### src/rtl/irq_arb_pkg.sv
package irq_arb_pkg;
    localparam int LVL_W     = 3;
    localparam int NUM_FIXED = 5;
    localparam logic [LVL_W-1:0] LVL_TOP = '1;

    // fixed source indices, in hardware rank order
    localparam int SRC_RESET  = 0;
    localparam int SRC_NMI    = 1;
    localparam int SRC_WDT    = 2;
    localparam int SRC_STEP   = 3;
    localparam int SRC_AMATCH = 4;

    typedef enum logic [1:0] {
        ST_IDLE   = 2'd0,
        ST_ACK    = 2'd1,
        ST_SETTLE = 2'd2
    } arb_state_t;
endpackage

### src/rtl/irq_req_slot.sv
module irq_req_slot
    import irq_arb_pkg::*;
#(
    parameter int AGE_W = 4
) (
    input  logic             clk,
    input  logic             rst_n,
    input  logic             req_in,
    input  logic [LVL_W-1:0] level,
    input  logic             clr,
    output logic             pend,
    output logic [AGE_W-1:0] age
);
    localparam logic [AGE_W-1:0] AGE_MAX = '1;

    logic req_ok;
    assign req_ok = req_in && (level != '0);

    always_ff @(posedge clk) begin
        if (!rst_n) begin
            pend <= 1'b0;
            age  <= '0;
        end else if (req_ok) begin
            pend <= 1'b1;
            if (!pend || clr)
                age <= '0;
            else if (age != AGE_MAX)
                age <= age + 1'b1;
        end else if (clr) begin
            pend <= 1'b0;
            age  <= '0;
        end else if (pend && (age != AGE_MAX)) begin
            age <= age + 1'b1;
        end
    end

    AST_ZERO_LEVEL_IGNORED: assert property (@(posedge clk) disable iff (!rst_n)
        (!pend && level == '0) |=> !pend);
    AST_FRESH_AGE: assert property (@(posedge clk) disable iff (!rst_n)
        $rose(pend) |-> age == '0);
endmodule

### src/rtl/irq_winner.sv
module irq_winner
    import irq_arb_pkg::*;
#(
    parameter int NUM_PER = 4,
    parameter int AGE_W   = 4,
    parameter int SRC_W   = 4
) (
    input  logic [NUM_PER-1:0]       per_pend,
    input  logic [NUM_PER*LVL_W-1:0] per_lvl,
    input  logic [NUM_PER*AGE_W-1:0] per_age,
    input  logic [NUM_FIXED-1:0]     fix_pend,
    input  logic [LVL_W-1:0]         ipl,
    input  logic                     ien,
    output logic                     win_valid,
    output logic [SRC_W-1:0]         win_src,
    output logic [LVL_W-1:0]         win_lvl
);
    logic                   best_ok;
    logic [SRC_W-1:0]       best_src;
    logic [LVL_W-1:0]       best_lvl;
    logic [LVL_W+AGE_W-1:0] best_key;
    logic [LVL_W+AGE_W-1:0] cand_key;
    logic                   cand_ok;

    // peripheral contest: level first, then age, then lowest index
    always_comb begin
        best_ok  = 1'b0;
        best_src = '0;
        best_lvl = '0;
        best_key = '0;
        cand_key = '0;
        cand_ok  = 1'b0;
        for (int i = 0; i < NUM_PER; i++) begin
            cand_ok  = per_pend[i] && ien && (per_lvl[i*LVL_W +: LVL_W] > ipl);
            cand_key = {per_lvl[i*LVL_W +: LVL_W], per_age[i*AGE_W +: AGE_W]};
            if (cand_ok && (!best_ok || cand_key > best_key)) begin
                best_ok  = 1'b1;
                best_key = cand_key;
                best_lvl = per_lvl[i*LVL_W +: LVL_W];
                best_src = SRC_W'(NUM_FIXED + i);
            end
        end
    end

    // fixed hardware rank around the peripheral group
    always_comb begin
        win_valid = 1'b1;
        win_src   = '0;
        win_lvl   = LVL_TOP;
        if (fix_pend[SRC_RESET]) begin
            win_src = SRC_W'(SRC_RESET);
            win_lvl = '0;
        end else if (fix_pend[SRC_NMI]) begin
            win_src = SRC_W'(SRC_NMI);
        end else if (fix_pend[SRC_WDT]) begin
            win_src = SRC_W'(SRC_WDT);
        end else if (best_ok) begin
            win_src = best_src;
            win_lvl = best_lvl;
        end else if (ien && fix_pend[SRC_STEP]) begin
            win_src = SRC_W'(SRC_STEP);
        end else if (ien && fix_pend[SRC_AMATCH]) begin
            win_src = SRC_W'(SRC_AMATCH);
        end else begin
            win_valid = 1'b0;
        end
    end
endmodule

### src/rtl/irq_arbiter.sv
module irq_arbiter
    import irq_arb_pkg::*;
#(
    parameter int NUM_PER = 4,
    parameter int AGE_W   = 4,
    parameter int VEC_W   = 8,
    parameter logic [VEC_W-1:0] VEC_BASE = 8'h20,
    localparam int SRC_W = $clog2(NUM_PER + NUM_FIXED)
) (
    input  logic                     clk,
    input  logic                     rst_n,
    input  logic                     rst_irq,
    input  logic                     nmi_irq,
    input  logic                     wdt_irq,
    input  logic                     step_irq,
    input  logic                     amatch_irq,
    input  logic [NUM_PER-1:0]       per_irq,
    input  logic [NUM_PER*LVL_W-1:0] per_level,
    input  logic                     rti_load,
    input  logic [LVL_W-1:0]         rti_ipl,
    input  logic                     rti_ien,
    output logic                     ack_valid,
    output logic [SRC_W-1:0]         ack_src,
    output logic [VEC_W-1:0]         ack_vec,
    output logic [LVL_W-1:0]         ipl,
    output logic                     ien
);
    arb_state_t state_q, state_d;

    logic [SRC_W-1:0]       win_src_q;
    logic [LVL_W-1:0]       win_lvl_q;
    logic [LVL_W-1:0]       ipl_q;
    logic                   ien_q;
    logic [NUM_FIXED-1:0]   fix_pend;
    logic [NUM_FIXED-1:0]   fix_req;
    logic [NUM_FIXED-1:0]   fix_clr;
    logic [NUM_PER-1:0]     per_pend;
    logic [NUM_PER-1:0]     per_clr;
    logic [NUM_PER*AGE_W-1:0] per_age;
    logic                   win_valid;
    logic [SRC_W-1:0]       win_src;
    logic [LVL_W-1:0]       win_lvl;
    logic                   ack_edge;

    assign ack_edge = (state_q == ST_ACK);
    assign fix_req  = {amatch_irq, step_irq, wdt_irq, nmi_irq, rst_irq};

    // fixed-source pending latches; a new request wins over a clear
    generate
        for (genvar f = 0; f < NUM_FIXED; f++) begin : g_fix
            assign fix_clr[f] = ack_edge && (win_src_q == SRC_W'(f));
            always_ff @(posedge clk) begin
                if (!rst_n)
                    fix_pend[f] <= 1'b0;
                else if (fix_req[f])
                    fix_pend[f] <= 1'b1;
                else if (fix_clr[f])
                    fix_pend[f] <= 1'b0;
            end
        end
    endgenerate

    // peripheral pending latches with arrival age
    generate
        for (genvar p = 0; p < NUM_PER; p++) begin : g_per
            assign per_clr[p] = ack_edge && (win_src_q == SRC_W'(NUM_FIXED + p));
            irq_req_slot #(
                .AGE_W (AGE_W)
            ) i_slot (
                .clk    (clk),
                .rst_n  (rst_n),
                .req_in (per_irq[p]),
                .level  (per_level[p*LVL_W +: LVL_W]),
                .clr    (per_clr[p]),
                .pend   (per_pend[p]),
                .age    (per_age[p*AGE_W +: AGE_W])
            );
        end
    endgenerate

    irq_winner #(
        .NUM_PER (NUM_PER),
        .AGE_W   (AGE_W),
        .SRC_W   (SRC_W)
    ) i_winner (
        .per_pend  (per_pend),
        .per_lvl   (per_level),
        .per_age   (per_age),
        .fix_pend  (fix_pend),
        .ipl       (ipl_q),
        .ien       (ien_q),
        .win_valid (win_valid),
        .win_src   (win_src),
        .win_lvl   (win_lvl)
    );

    // state register
    always_ff @(posedge clk) begin
        if (!rst_n)
            state_q <= ST_IDLE;
        else
            state_q <= state_d;
    end

    // next state
    always_comb begin
        state_d = state_q;
        unique case (state_q)
            ST_IDLE:   if (win_valid) state_d = ST_ACK;
            ST_ACK:    state_d = ST_SETTLE;
            ST_SETTLE: state_d = ST_IDLE;
            default:   state_d = ST_IDLE;
        endcase
    end

    // winner capture
    always_ff @(posedge clk) begin
        if (!rst_n) begin
            win_src_q <= '0;
            win_lvl_q <= '0;
        end else if (state_q == ST_IDLE && win_valid) begin
            win_src_q <= win_src;
            win_lvl_q <= win_lvl;
        end
    end

    // processor level and enable flag; acknowledge beats restore
    always_ff @(posedge clk) begin
        if (!rst_n) begin
            ipl_q <= '0;
            ien_q <= 1'b0;
        end else if (ack_edge) begin
            ipl_q <= win_lvl_q;
            ien_q <= 1'b0;
        end else if (rti_load) begin
            ipl_q <= rti_ipl;
            ien_q <= rti_ien;
        end
    end

    // outputs
    always_comb begin
        ack_valid = (state_q == ST_ACK);
        ack_src   = ack_valid ? win_src_q : '0;
        ack_vec   = ack_valid ? (VEC_BASE + VEC_W'(win_src_q)) : '0;
        ipl       = ipl_q;
        ien       = ien_q;
    end

    AST_ACK_SPACING: assert property (@(posedge clk) disable iff (!rst_n)
        ack_valid |=> !ack_valid ##1 !ack_valid);
    AST_ACK_MASKS: assert property (@(posedge clk) disable iff (!rst_n)
        ack_valid |=> !ien);
    AST_RESET_SRC_ZERO_IPL: assert property (@(posedge clk) disable iff (!rst_n)
        (ack_valid && ack_src == SRC_W'(SRC_RESET)) |=> ipl == '0);
    AST_PER_ABOVE_IPL: assert property (@(posedge clk) disable iff (!rst_n)
        (state_q == ST_IDLE && win_valid && win_src >= SRC_W'(NUM_FIXED))
            |-> (ien && win_lvl > ipl));
    AST_NONMASK_TAKEN: assert property (@(posedge clk) disable iff (!rst_n)
        (state_q == ST_IDLE && (fix_pend[SRC_RESET] || fix_pend[SRC_NMI] || fix_pend[SRC_WDT]))
            |=> ack_valid);
endmodule

### config.mk
export PLATFORM = sky130hd
export DESIGN_NAME = irq_arbiter
export DESIGN_NICKNAME = d
export VERILOG_FILES = /design/src/rtl/irq_arb_pkg.sv /design/src/rtl/irq_req_slot.sv /design/src/rtl/irq_winner.sv /design/src/rtl/irq_arbiter.sv
export SDC_FILE = /design/constraint.sdc
export NUM_CORES = 1
export LEC_CHECK = 0
export ABC_CLOCK_PERIOD_IN_PS = 6350
export BUFFER_PORTS_ARGS = -buffer_cell sky130_fd_sc_hd__buf_2
export CAP_MARGIN = 20
export CELL_PAD_IN_SITES_DETAIL_PLACEMENT = 1
export CELL_PAD_IN_SITES_GLOBAL_PLACEMENT = 1
export CORE_AREA = 10 10 101 103
export CTS_CLUSTER_DIAMETER = 40
export DETAILED_ROUTE_END_ITERATION = 10
export DIE_AREA = 0 0 111 113
export PLACE_DENSITY = 0.79
export SLEW_MARGIN = 25
export SYNTH_ARGS = -nofsm -noshare
export SYNTH_HDL_FRONTEND = slang
export SYNTH_HIERARCHICAL = 1
export SYNTH_SLANG_ARGS = --single-unit
### constraint.sdc
create_clock -name clk -period 6.35 [get_ports clk]
set_input_delay 0.3175 -clock clk [delete_from_list [all_inputs] [get_ports clk]]
set_output_delay 0.3175 -clock clk [all_outputs]
set_load 0.05 [all_outputs]
== Yosys cells after proc, flatten, opt, wreduce, memory -nomap -nowiden ==
Index checks and enable logic that the tools add are counted.

* Flip-flop bits (word level): 38
* Output and inout bits: 17

* Add/subtract/negate cells: 5
* Order comparisons: 7
* Bitwise operators: 1
* Reduce and logical (&&, ||, !) cells: 70
* Multiplexer cells: 75
* Equal/unequal tests: 18

{| class="wikitable"
|+ Operators by type and width
! cell !! count
|-
| $mux W4 || 27
|-
| $mux W3 || 14
|-
| $logic_and A1 B1 Y1 || 31
|-
| $mux W1 || 28
|-
| $mux W7 || 4
|-
| $reduce_bool A3 Y1 || 8
|-
| $gt A7 B7 Y1 || 3
|-
| $reduce_bool A2 Y1 || 10
|-
| $add A4 B1 Y4 const B || 4
|-
| $eq A4 B3 Y1 const B || 4
|-
| $ne A4 B4 Y1 const B || 4
|-
| $gt A3 B3 Y1 || 4
|-
| $ne A3 B3 Y1 const B || 4
|-
| $eq A4 B2 Y1 const B || 2
|-
| $reduce_and A2 Y1 || 4
|-
| $add A6 B4 Y7 const A || 1
|-
| $logic_not A1 Y1 || 7
|-
| $logic_or A1 B1 Y1 || 7
|-
| $eq A4 B1 Y1 const B || 1
|-
| $eq A4 B4 Y1 const B || 1
|-
| $logic_not A4 Y1 || 1
|-
| $pmux W2 S2 || 1
|-
| $eq A2 B1 Y1 const B || 1
|-
| $logic_not A2 Y1 || 1
|-
| other kinds (4) || 4
|}

== Depth between registers and ports, before layout ==
Gate-level depths: netlist of the first run.

* Depth after elaboration: 21
* Depth in mapped cells: 29
* Mapped depth without buffers: 28

== Cells and area by module ==
The synthesis of the first run kept the hierarchy.

{| class="wikitable"
|+ By module, submodules not included
! module !! area an instance (um2) !! seq. area each (um2) !! cells each !! instances
|-
| irq_winner || 1,298.7 || 0.0 || 171 || 1
|-
| irq_req_slot || 250.2 || 100.1 || 28 || 4
|-
| irq_arbiter || 892.1 || 360.3 || 98 || 1
|}

== Worst setup path before layout of the first run ==
OpenSTA, ideal clock, no wires.

* Path type: register to register
* From: register ipl_q[2], in the netlist ipl[2]
* To: register win_src_q[0]
* Data required time: 6.278 ns
* Arrival time: 5.770 ns
* Period minus slack after synthesis: 5.842 ns
* Path slack: 0.508 ns
* Library setup time: 0.072 ns
* Stages on the path, launching flop included: 29
* Path buffers: 1
* Cell sequence: dfxtp_1 inv_1 ha_1 nand3_1 o2111ai_1 nor2_1 nand2_1 ha_1 a21oi_1 a21oi_1 o211ai_4 and3_1 a21oi_1 ha_1 a21oi_1 a21oi_1 o22ai_1 a21bo_1 buf_6 mux2_2 ha_1 nand3_1 or2_2 o31ai_1 o22ai_1 o21bai_1 a221oi_1 nand2_1 mux2i_1

* Elaborated cells between the ends (all ways): 40

{| class="wikitable"
|+ RTL lines
! what !! line !! RTL
|-
| start: declaration || irq_arbiter.sv:32 || <nowiki>logic [LVL_W-1:0] ipl_q;</nowiki>
|-
| start signal: assignment || irq_arbiter.sv:133 || <nowiki>ipl_q <= win_lvl_q;</nowiki>
|-
| start signal: assignment || irq_arbiter.sv:136 || <nowiki>ipl_q <= rti_ipl;</nowiki>
|-
| $gt A3 B3 Y1 || irq_winner.sv:34 || <nowiki>cand_ok = per_pend[i] && ien && (per_lvl[i*LVL_W +: LVL_W] > ipl);</nowiki>
|-
| $logic_and A1 B1 Y1 || irq_winner.sv:34 ||
|-
| $mux W7 or $mux W1 (tied branches) || irq_winner.sv:36 || <nowiki>if (cand_ok && (!best_ok || cand_key > best_key)) begin</nowiki>
|-
| $gt A7 B7 Y1 or $logic_not A1 Y1 (tied branches) || irq_winner.sv:36 ||
|-
| $logic_or A1 B1 Y1 || irq_winner.sv:36 ||
|-
| $logic_and A1 B1 Y1 || irq_winner.sv:36 ||
|-
| $mux W7 or $mux W1 (tied branches) || irq_winner.sv:36 ||
|-
| $gt A7 B7 Y1 or $logic_not A1 Y1 (tied branches) || irq_winner.sv:36 ||
|-
| (+4 left out) || -- ||
|-
| $logic_or A1 B1 Y1 || irq_winner.sv:36 ||
|-
| $logic_and A1 B1 Y1 || irq_winner.sv:36 ||
|-
| $mux W4 or $mux W1 (tied branches) || irq_winner.sv:36 ||
|-
| $mux W4 * || irq_winner.sv:57 || <nowiki>end else if (best_ok) begin</nowiki>
|-
| $mux W4 * || irq_winner.sv:55 || <nowiki>end else if (fix_pend[SRC_WDT]) begin</nowiki>
|-
| $mux W4 * || irq_winner.sv:53 || <nowiki>end else if (fix_pend[SRC_NMI]) begin</nowiki>
|-
| $mux W4 * || irq_winner.sv:50 || <nowiki>if (fix_pend[SRC_RESET]) begin</nowiki>
|-
| via win_src[0] || irq_arbiter.sv:41 || <nowiki>logic [SRC_W-1:0] win_src;</nowiki>
|-
| end signal: assignment || irq_arbiter.sv:122 || <nowiki>win_src_q <= win_src;</nowiki>
|-
| end: declaration || irq_arbiter.sv:30 || <nowiki>logic [SRC_W-1:0] win_src_q;</nowiki>
|}

The timed path passes the listed nets; every way through them passes the cells marked *.
A chain may end at the register's enable or synchronous reset.

== Final worst setup path of the first run ==
* From: register ipl_q[1], in the netlist ipl[1]
* To: register win_src_q[0]

Same word-level chain as after synthesis.

==> impl_metrics.toml, run 1 <==
[logic_synthesis]
synthDistinctLibCells = 64
muxShareOfSynthArea = 0.0545
synth_top_area_frac = 0.238
synth_compound_area_frac = 0.236
synth_enable_flop_cells = 0
synth_top_family_by_area = "simple AND/OR/NAND/NOR gates"
yosys-top-cells-count = "dfxtp_1, ha_1, a21oi_1, nand2_1, inv_1"
async_flop_share = 0
syn-cell-area_sq_mm = 0.00319
synth_top_area_cell = "dfxtp_1"
avgSynthCellArea_sq_um = 8.38
synth_seq_cells = 38
ys_warn_count = 6
synth-main-ff-cell = "dfxtp_1"
netlist_instances = 381
synth_fa_ha_area_frac = 0.145
synthSimpleGateAreaFrac = 0.253
yosysSeqAreaShare = 0.238
synth_xor_area_frac = 0
yosysMostFrequentCell = "dfxtp_1"
yosys-top-cells-area = "dfxtp_1, ha_1, a21oi_1, mux2i_1, o21ai_0"

[detailed_routing]
dr.max_layer_used = "met4"
vias_per_cell = 5.80
drtPass1Iterations = 4
wl_met3_um = 315
postRouteAntennaNets = 0
wl_met2_um = 5140
routedWlPerCell_um = 18.1
drt-met1-wl_um = 3990
via_count = 3062
wl_um = 9570
drc = 0
drtIter0Drc = 73

[global_routing]
overflow = 0
first_global_vias = 3224
grt_max_degree = 30
grt_pass1_wl_um = 15400
grtUsageTotal = 0.144
antenna_found_initial = 0

[finish]
register_area_sq_um = 761
area_growth_pct = 12.9
finalNonFillerCells = 528
final_util = 0.443
nets = 488
drive_gt1_frac = 0.236
multi_input_area_sq_mm = 0.00226
n_fill_cell = 991
diodes = 0

[clock_network]
cts_buffers = 5
cts_tree = "yes"
cts-root-buf = "clkbuf_8"
clock_latency_ps = 300
clkTransAtPathRegs_ps = 80
clockBufferDepth = 2
clock-sinks = 38
ctsHoldBuffers = 0
h-tree-depth = 2

[worst_setup_path]
path_class = "flop to flop"
crit_arrival_ps = 6310
worst_setup_path_end_kind = "flop"
worstPathRequired_ps = 6580
cp-start-kind = "flop"
cpMostUsedCell = "ha_1"
cp_slowest_stage_delay_ps = 350
r2r_slack_ps = 270
cp_max_fo = 6
crit_slowest_cell = "dfxtp_1"

[floorplan]
pin_count = 45
start_util = 0.392
dieHeight_um = 113
die_w_um = 111
core_area_sq_mm = 0.00813
rows = 33
dieArea_sq_mm = 0.0125

[sta]
hold_violations = 0
setup_viol = 0
fin_tns_setup_ps = 0
rsz0062_at_grt = "yes"
finClkSkew_ps = 5.62
fmax_mhz = 165
slew_headroom = 0.463
slew_violations = 0
hold-worst-slack_ps = 296
fin_crit_ps = 6080
worstMarginPinSlew_ps = 800
finalCritPeriodShare = 0.957

[place]
gp_congestion = 0.871
post-dp-hpwl_um = 7310
portBuffers = 41
placedCellCount = 516

[power_and_ir_drop]
power-per-cell-area_mw_per_mm2 = 177
p_leak_nw = 1.58
vdd_ir_drop_max_v = 0.000107

[status]
status = "complete, no violations"

[hold_path]
hold_path.class = "input port to flop"

[run]
cap_violations = 0
==> per-layer routing <==
metal / track usage / vias up
li1: - / 1493
met1: 0.158 / 1504
met2: 0.273 / 50
met3: 0.0317 / 15
met4: 0.0391 / 0
met5: 0 / -
==> critical path: cells and delay by family, from the launching register on <==
family | cells | cell delay [ps]
AOI/OAI and AO/OA | 13 | 2680
adders and majority gates | 4 | 1290
buffers and inverters | 3 | 350
DFF | 1 | 350
muxes | 1 | 130
and+or+nand+nor | 6 | 1230
==> placed cells by master, fill, tap and decap left out, types with 4 or more instances in the layout <==
| cell type | instances |
|---|---|
| and4b_2 | 4 |
| o311ai_2 | 4 |
| a21o_1 | 5 |
| nand3b_1 | 7 |
| or3_1 | 4 |
| nor2_1 | 10 |
| inv_2 | 5 |
| a21boi_0 | 5 |
| clkbuf_8 | 5 |
| dfxtp_1 | 38 |
| and2_1 | 5 |
| o2111ai_1 | 4 |
| nand2b_1 | 5 |
| o211ai_1 | 6 |
| a21oi_2 | 5 |
| and3_1 | 10 |
| or2_2 | 5 |
| inv_1 | 24 |
| nand4_1 | 9 |
| o21ai_0 | 22 |
| nand3_1 | 9 |
| nand2_1 | 25 |
| nor3_1 | 15 |
| mux2i_1 | 11 |
| buf_4 | 8 |
| buf_2 | 41 |
| nor3b_1 | 7 |
| a211oi_1 | 4 |
| a21oi_1 | 32 |
| ha_1 | 37 |
| or2_0 | 4 |
==> power by group <==
part           switching (mW)  internal (mW)  total [mW]
Clock                  0.0933         0.0739       0.167
Combinational           0.117         0.0769       0.193
Sequential             0.0231          0.254       0.278
Total                   0.233          0.405       0.638
==> sequential cells by signal, summed over array words and instances (netlist names) <==
| register | count |
|---|---|
| ipl | 3 |
| g_per.i_slot/age | 16 |
| win_lvl_q | 3 |
| state_q | 2 |
| fix_pend | 5 |
| win_src_q | 4 |
| ien | 1 |
| g_per.i_slot/pend | 4 |
==> cells by family after synthesis <==
group / after synthesis
and+or+nand+nor: 133
AOI/OAI and AO/OA: 110
buffers and inverters: 46
DFF: 38
adders and majority gates: 37
muxes: 16
other: 1
==> final timing paths <==
path | to | cells after the start | start
worst max-delay path | win_src_q[0]$_SDFFE_PN0P_ | 27 | ipl[1]$_SDFFE_PN0P_
worst min-delay path | fix_pend[2]$_SDFFE_PN0P_ | 3 | wdt_irq
worst max register to register | win_src_q[0]$_SDFFE_PN0P_ | 27 | ipl[1]$_SDFFE_PN0P_
worst min register to register | win_lvl_q[0]$_SDFFE_PN0P_ | 2 | win_lvl_q[0]$_SDFFE_PN0P_
==> per-stage QoR <==
step	cell area [sq um]	total power, mW	setup slack, ps
after global routing	3600	0.683	-78.0
after global placement	3440	0.457	412
after detailed placement	3440	0.467	158
after CTS	3520	0.637	27.0
after floorplan	3200	0.415	508
final	3600	0.638	273
==> area by class of cell <==
cell class	count	area share
clock inverter	2	0.00278
tap	105	0.0365
clock buffer	5	0.0191
multi-input combinational	300	0.627
timing repair buffer	49	0.0736
sequential	38	0.211
inverter	29	0.0302
==> timing repair <==
action,CTS,global route
resized for setup,0,10
endpoints found under the setup margin,0,7
setup buffers,0,4
Power figures use the tool's default switching activity.
==> run 2, diff against run 1 <==
--- a/config.mk
+++ b/config.mk
@@ -5,16 +5,16 @@
 export SDC_FILE = /design/constraint.sdc
 export NUM_CORES = 1
 export LEC_CHECK = 0
-export ABC_CLOCK_PERIOD_IN_PS = 6350
+export ABC_CLOCK_PERIOD_IN_PS = 5000
 export BUFFER_PORTS_ARGS = -buffer_cell sky130_fd_sc_hd__buf_2
 export CAP_MARGIN = 20
 export CELL_PAD_IN_SITES_DETAIL_PLACEMENT = 1
 export CELL_PAD_IN_SITES_GLOBAL_PLACEMENT = 1
-export CORE_AREA = 10 10 101 103
+export CORE_AREA = 10 10 102 104
 export CTS_CLUSTER_DIAMETER = 40
 export DETAILED_ROUTE_END_ITERATION = 10
-export DIE_AREA = 0 0 111 113
-export PLACE_DENSITY = 0.79
+export DIE_AREA = 0 0 112 114
+export PLACE_DENSITY = 0.81
 export SLEW_MARGIN = 25
 export SYNTH_ARGS = -nofsm -noshare
 export SYNTH_HDL_FRONTEND = slang
==> constraint.sdc (replaced) <==
create_clock -name clk -period 5 [get_ports clk]
set_input_delay 0.25 -clock clk [delete_from_list [all_inputs] [get_ports clk]]
set_output_delay 0.25 -clock clk [all_outputs]
set_load 0.05 [all_outputs]
==> impl_metrics.toml, run 2 (synthesized netlist as in run 1, its figures left out) <==
[status]
status = "complete, but fails checks"
violations = "setup timing"

[clock_network]
clock_latency_ps = 310
clkTransAtPathRegs_ps = 90
cts_buffers = 5
clock-sinks = 38
h-tree-depth = 2
clockBufferDepth = 2
cts-root-buf = "clkbuf_8"
cts_tree = "yes"

[finish]
area_growth_pct = 40.5
nets = 532
largestRegisters = "g_per.i_slot/age: 16 flops, fix_pend: 5 flops"
diodes = 0
drive_gt1_frac = 0.432
finalNonFillerCells = 576
final_cell_mix = "buf_4, buf_2, dfxtp_1"
largest_register_ffs = 16
n_fill_cell = 972
regMostFlops = "g_per.i_slot/age"
final_util = 0.530
final_common_cell = "buf_4"

[power_and_ir_drop]
p_leak_nw = 1.86
power-per-cell-area_mw_per_mm2 = 233
vdd_ir_drop_max_v = 0.000141
power_mw = 1.04

[worst_setup_path]
crit_slowest_cell = "dfxtp_4"
worstPathRequired_ps = 5220
cp_max_fo = 4
path_class = "flop to flop"
r2r-start = "ipl[1]$_SDFFE_PN0P_"
reg2reg_to = "win_lvl_q[0]$_SDFFE_PN0P_"
r2r_slack_ps = -890
cp-start-kind = "flop"
reg2regPathDepth = 30
crit_arrival_ps = 6110
worst_setup_path_end_kind = "flop"
cp_slowest_stage_delay_ps = 370

[hold_path]
holdPathEnd = "g_per[2].i_slot/pend$_SDFFE_PN0P_"
min-delay-start = "per_irq[2]"
hold_path.class = "input port to flop"
holdPathStages = 3

[sta]
finClkSkew_ps = 10.1
worstMarginPinSlew_ps = 1310
slew_headroom = 0.120
rsz0062_at_grt = "yes"
hold_violations = 0
setup_viol = 7
worst_slack_ps = -887
finalCritPeriodShare = 1.18
fmax_mhz = 170
hold-worst-slack_ps = 212
slew_violations = 0
fin_crit_ps = 5890

[detailed_routing]
drtPass1Iterations = 4
via_count = 3451
postRouteAntennaNets = 0
routedWlPerCell_um = 23.3
drc = 0
drtIter0Drc = 157
wl_um = 13400
vias_per_cell = 5.99

[global_routing]
first_global_vias = 3658
antenna_found_initial = 0
grt_max_degree = 30
overflow = 0
grtUsageTotal = 0.188
grt_pass1_wl_um = 19600

[place]
gp_congestion = 0.843
dp_slack_ps = -660
placedCellCount = 554
post-dp-hpwl_um = 8440
portBuffers = 41

[floorplan]
rows = 34
pin_count = 45
die_w_um = 112
dieArea_sq_mm = 0.0128
start_util = 0.377
dieHeight_um = 114
core_area_sq_mm = 0.00847

[run]
cap_violations = 0
[run 2: cell types whose count changed in the layout (fill, tap and decap cells not counted), sizes merged]
cell | before | now
buf | 49 | 94
bufinv | 0 | 2
a21bo | 2 | 1
clkinv | 2 | 1
[run 2: power by group]
part,total (mW),switching [mW],internal (mW)
combinational,0.352,0.203,0.149
sequential,0.355,0.0307,0.324
clock,0.336,0.136,0.200
total,1.04,0.370,0.673
[run 2: layout make-up]
cell class / count / area, sq um / share of cell area
clock inverters: 3 / 68.8 / 0.0153
repair buffers: 94 / 638 / 0.142
multi-input cells: 299 / 2690 / 0.600
inverters: 29 / 111 / 0.0248
flip-flops and latches: 38 / 773 / 0.172
clock buffers: 5 / 68.8 / 0.0153
well taps: 108 / 135 / 0.0301
[run 2: metrics by stage]
stage | area [sq um] | setup TNS, ps
detailed placement | 3890 | -3760
finish | 4490 | -5290
CTS | 4340 | -2230
global placement | 3890 | -2040
floorplan | 3370 | -182
global route | 4490 | -7000
[run 2: worst max-delay path by stage]
stage,startpoint,end,slack [ps]
after CTS,ipl[1]$_SDFFE_PN0P_,win_src_q[0]$_SDFFE_PN0P_,-390
after detailed placement,per_level[0],win_src_q[0]$_SDFFE_PN0P_,-660
after floorplan,ipl[1]$_SDFFE_PN0P_,win_src_q[0]$_SDFFE_PN0P_,-100
after global routing,ipl[1]$_SDFFE_PN0P_,win_lvl_q[0]$_SDFFE_PN0P_,-1140
final,ipl[1]$_SDFFE_PN0P_,win_lvl_q[0]$_SDFFE_PN0P_,-890
after global placement,per_level[1],win_src_q[0]$_SDFFE_PN0P_,-400
[run 2: critical path, delay by kind of cell (launching register included)]
family                   cells  cell delay, ps
AO/OA/AOI/OAI               11            2140
adder cells (fa/ha/maj)      4            1220
AND/OR/NAND/NOR              8             970
flip-flops                   1             370
multiplexers                 2             470
buffers and inverters        5             580
[run 2: layer usage]
metal	track usage	part of all wire	vias up
li1	-	-	1587
met2	0.363	0.53	102
met3	0.0352	0.040	38
met1	0.196	0.40	1724
met4	0.0736	0.037	0
met5	0	0	-
[run 2: repair_timing]
item	CTS	global route
endpoints found under the setup margin	7	7
setup buffers	12	3
pin swaps	28	5
resized for setup	40	20
hold buffers	0	0
==> run 3, diff against run 2 <==
--- a/config.mk
+++ b/config.mk
@@ -10,13 +10,12 @@
 export CAP_MARGIN = 20
 export CELL_PAD_IN_SITES_DETAIL_PLACEMENT = 1
 export CELL_PAD_IN_SITES_GLOBAL_PLACEMENT = 1
-export CORE_AREA = 10 10 102 104
+export CORE_AREA = 2 2 89 91
 export CTS_CLUSTER_DIAMETER = 40
 export DETAILED_ROUTE_END_ITERATION = 10
-export DIE_AREA = 0 0 112 114
-export PLACE_DENSITY = 0.81
+export DIE_AREA = 0 0 91 93
+export PLACE_DENSITY = 0.82
 export SLEW_MARGIN = 25
 export SYNTH_ARGS = -nofsm -noshare
 export SYNTH_HDL_FRONTEND = slang
-export SYNTH_HIERARCHICAL = 1
 export SYNTH_SLANG_ARGS = --single-unit
==> impl_metrics.toml, run 3 <==
[clock_network]
ctsHoldBuffers = 0
cts-root-buf = "clkbuf_8"
cts_tree = "yes"
cts_buffers = 5
clkTransAtPathRegs_ps = 90
clock-sinks = 38
h-tree-depth = 2
clock_latency_ps = 320
clockBufferDepth = 2

[sta]
finClkSkew_ps = 6.16
worst_slack_ps = -749
fmax_mhz = 174
worstMarginPinSlew_ps = 590
fin_crit_ps = 5750
slew_violations = 0
finalCritPeriodShare = 1.15
slew_headroom = 0.603
setup_viol = 7
rsz0062_at_grt = "yes"
hold_violations = 0
fin_tns_setup_ps = -4820

[finish]
largestRegisters = "g_per.i_slot.age: 16 flops, fix_pend: 5 flops"
largest_register_ffs = 16
final_cell_mix = "buf_2, buf_4, dfxtp_1"
finalNonFillerCells = 537
multi_input_area_sq_mm = 0.00231
register_area_sq_um = 772
area_growth_pct = 41.6
n_fill_cell = 913
diodes = 0
final_common_cell = "buf_2"
regMostFlops = "g_per.i_slot.age"
drive_gt1_frac = 0.372
nets = 499

[worst_setup_path]
crit_arrival_ps = 5930
worst_setup_path_end_kind = "flop"
cpMostUsedCell = "buf_4"
cp_max_fo = 5
cp_slowest_stage_delay_ps = 380
worst-path-buf-inv = 6
path_delay_family = "compound AO/OA/AOI/OAI gates"
cp-start-kind = "flop"
r2r_slack_ps = -750
crit_slowest_cell = "or3_4"
worstPathRequired_ps = 5180
path_class = "flop to flop"

[status]
status = "complete, but fails checks"
violations = "setup timing"

[logic_synthesis]
synth_top_area_cell = "dfxtp_1"
netlist_instances = 354
ys_warn_count = 0
synthDistinctLibCells = 43
yosys-top-cells-count = "dfxtp_1, nor2_1, ha_1, nand2_1, inv_1"
yosysSeqAreaShare = 0.271
async_flop_share = 0
synth-main-ff-cell = "dfxtp_1"
syn-cell-area_sq_mm = 0.00281
synth_seq_cells = 38
yosys-top-cells-area = "dfxtp_1, ha_1, nor2_1, nand2_1, nand3_1"
synth_enable_flop_cells = 0
synth_top_area_frac = 0.271
avgSynthCellArea_sq_um = 7.93

[place]
portBuffers = 41
post-dp-hpwl_um = 6690
gp_congestion = 0.901
dp_slack_ps = -832
placedCellCount = 509

[global_routing]
overflow = 0
grt_pass1_wl_um = 16700
grt_max_degree = 27
first_global_vias = 3263
grtUsageTotal = 0.252
antenna_found_initial = 0

[floorplan]
rows = 32
start_util = 0.373
die_w_um = 91
dieArea_sq_mm = 0.00846
pin_count = 45
core_area_sq_mm = 0.00753
dieHeight_um = 93

[hold_path]
hold_path.class = "input port to flop"

[power_and_ir_drop]
vdd_ir_drop_max_v = 0.000137
seqPwrFrac = 0.363
p_leak_nw = 1.70
power-per-cell-area_mw_per_mm2 = 239
p_comb_frac = 0.301
internal_power_mw = 0.617
p_sw_mw = 0.332
power_mw = 0.950
clkPwrFrac = 0.336
swShare = 0.350

[run]
cap_violations = 0

[detailed_routing]
drtIter0Drc = 166
postRouteAntennaNets = 0
vias_per_cell = 5.64
drtPass1Iterations = 4
via_count = 3029
wl_um = 10900
routedWlPerCell_um = 20.3
drc = 0
run 3: per-stage QoR:
step	utilization	hold slack (ps)	instance area (sq um)
6_report	0.528	152	3970
5_1_grt	0.528	182	3970
4_1_cts	0.513	161	3860
3_5_place_dp	0.442	489	3330
3_3_place_gp	0.442	478	3330
2_1_floorplan	-	389	2910
run 3: power groups by stage:
stage	sequential (mW)	combinational (mW)	clock, mW
after detailed placement	0.349	0.227	0
after global placement	0.348	0.215	0
final	0.344	0.286	0.319
after floorplan	0.358	0.143	0
after global routing	0.347	0.307	0.329
after CTS	0.343	0.257	0.316
run 3: layout make-up:
class | count | area share
Multi-Input combinational cell | 281 | 0.581
Sequential cell | 38 | 0.194
Timing Repair Buffer | 85 | 0.136
Tap cell | 102 | 0.0321
Clock buffer | 6 | 0.0236
Inverter | 23 | 0.0236
Clock inverter | 2 | 0.00976
run 3: final timing paths:
check / startpoint / end / depth (start not counted)
setup / recovery: ipl[1]$_SDFFE_PN0P_ / win_src_q[0]$_SDFFE_PN0P_ / 32
hold / removal: amatch_irq / fix_pend[4]$_SDFFE_PN0P_ / 3
setup reg to reg: ipl[1]$_SDFFE_PN0P_ / win_src_q[0]$_SDFFE_PN0P_ / 32
hold reg to reg: win_src_q[2]$_SDFFE_PN0P_ / win_src_q[2]$_SDFFE_PN0P_ / 2
run 3: logic make-up (layout without fill, tap and decap cells):
family | count (synthesis) | count (layout) | synth area share
AO/OA/AOI/OAI | 80 | 81 | 0.192
XOR/XNOR | 11 | 11 | 0.0343
adder cells (fa/ha/maj) | 37 | 37 | 0.165
buffers and inverters | 38 | 116 | 0.0624
flip-flops | 38 | 38 | 0.271
multiplexers | 10 | 10 | 0.0379
other | 1 | 3 | 0.00134
AND/OR/NAND/NOR | 139 | 139 | 0.236
run 3: what timing repair did:
item	CTS	global route
pin swaps	36	9
setup buffers	15	3
gates cloned	2	0
gates resized for setup	48	16
setup endpoints to repair	7	7
run 3: routing by layer:
layer  part of all wire  up-vias  GRT usage
met2               0.52       68      0.473
met4              0.038        0      0.109
met3              0.028       30     0.0435
met1               0.41     1502      0.277
li1                   -     1429          -
met5                  0        -          0
run 3: worst min-delay path, cell delays in order:
cell and delay [ps]:
buf_2 80, a21oi_1 30, nor2b_1 80
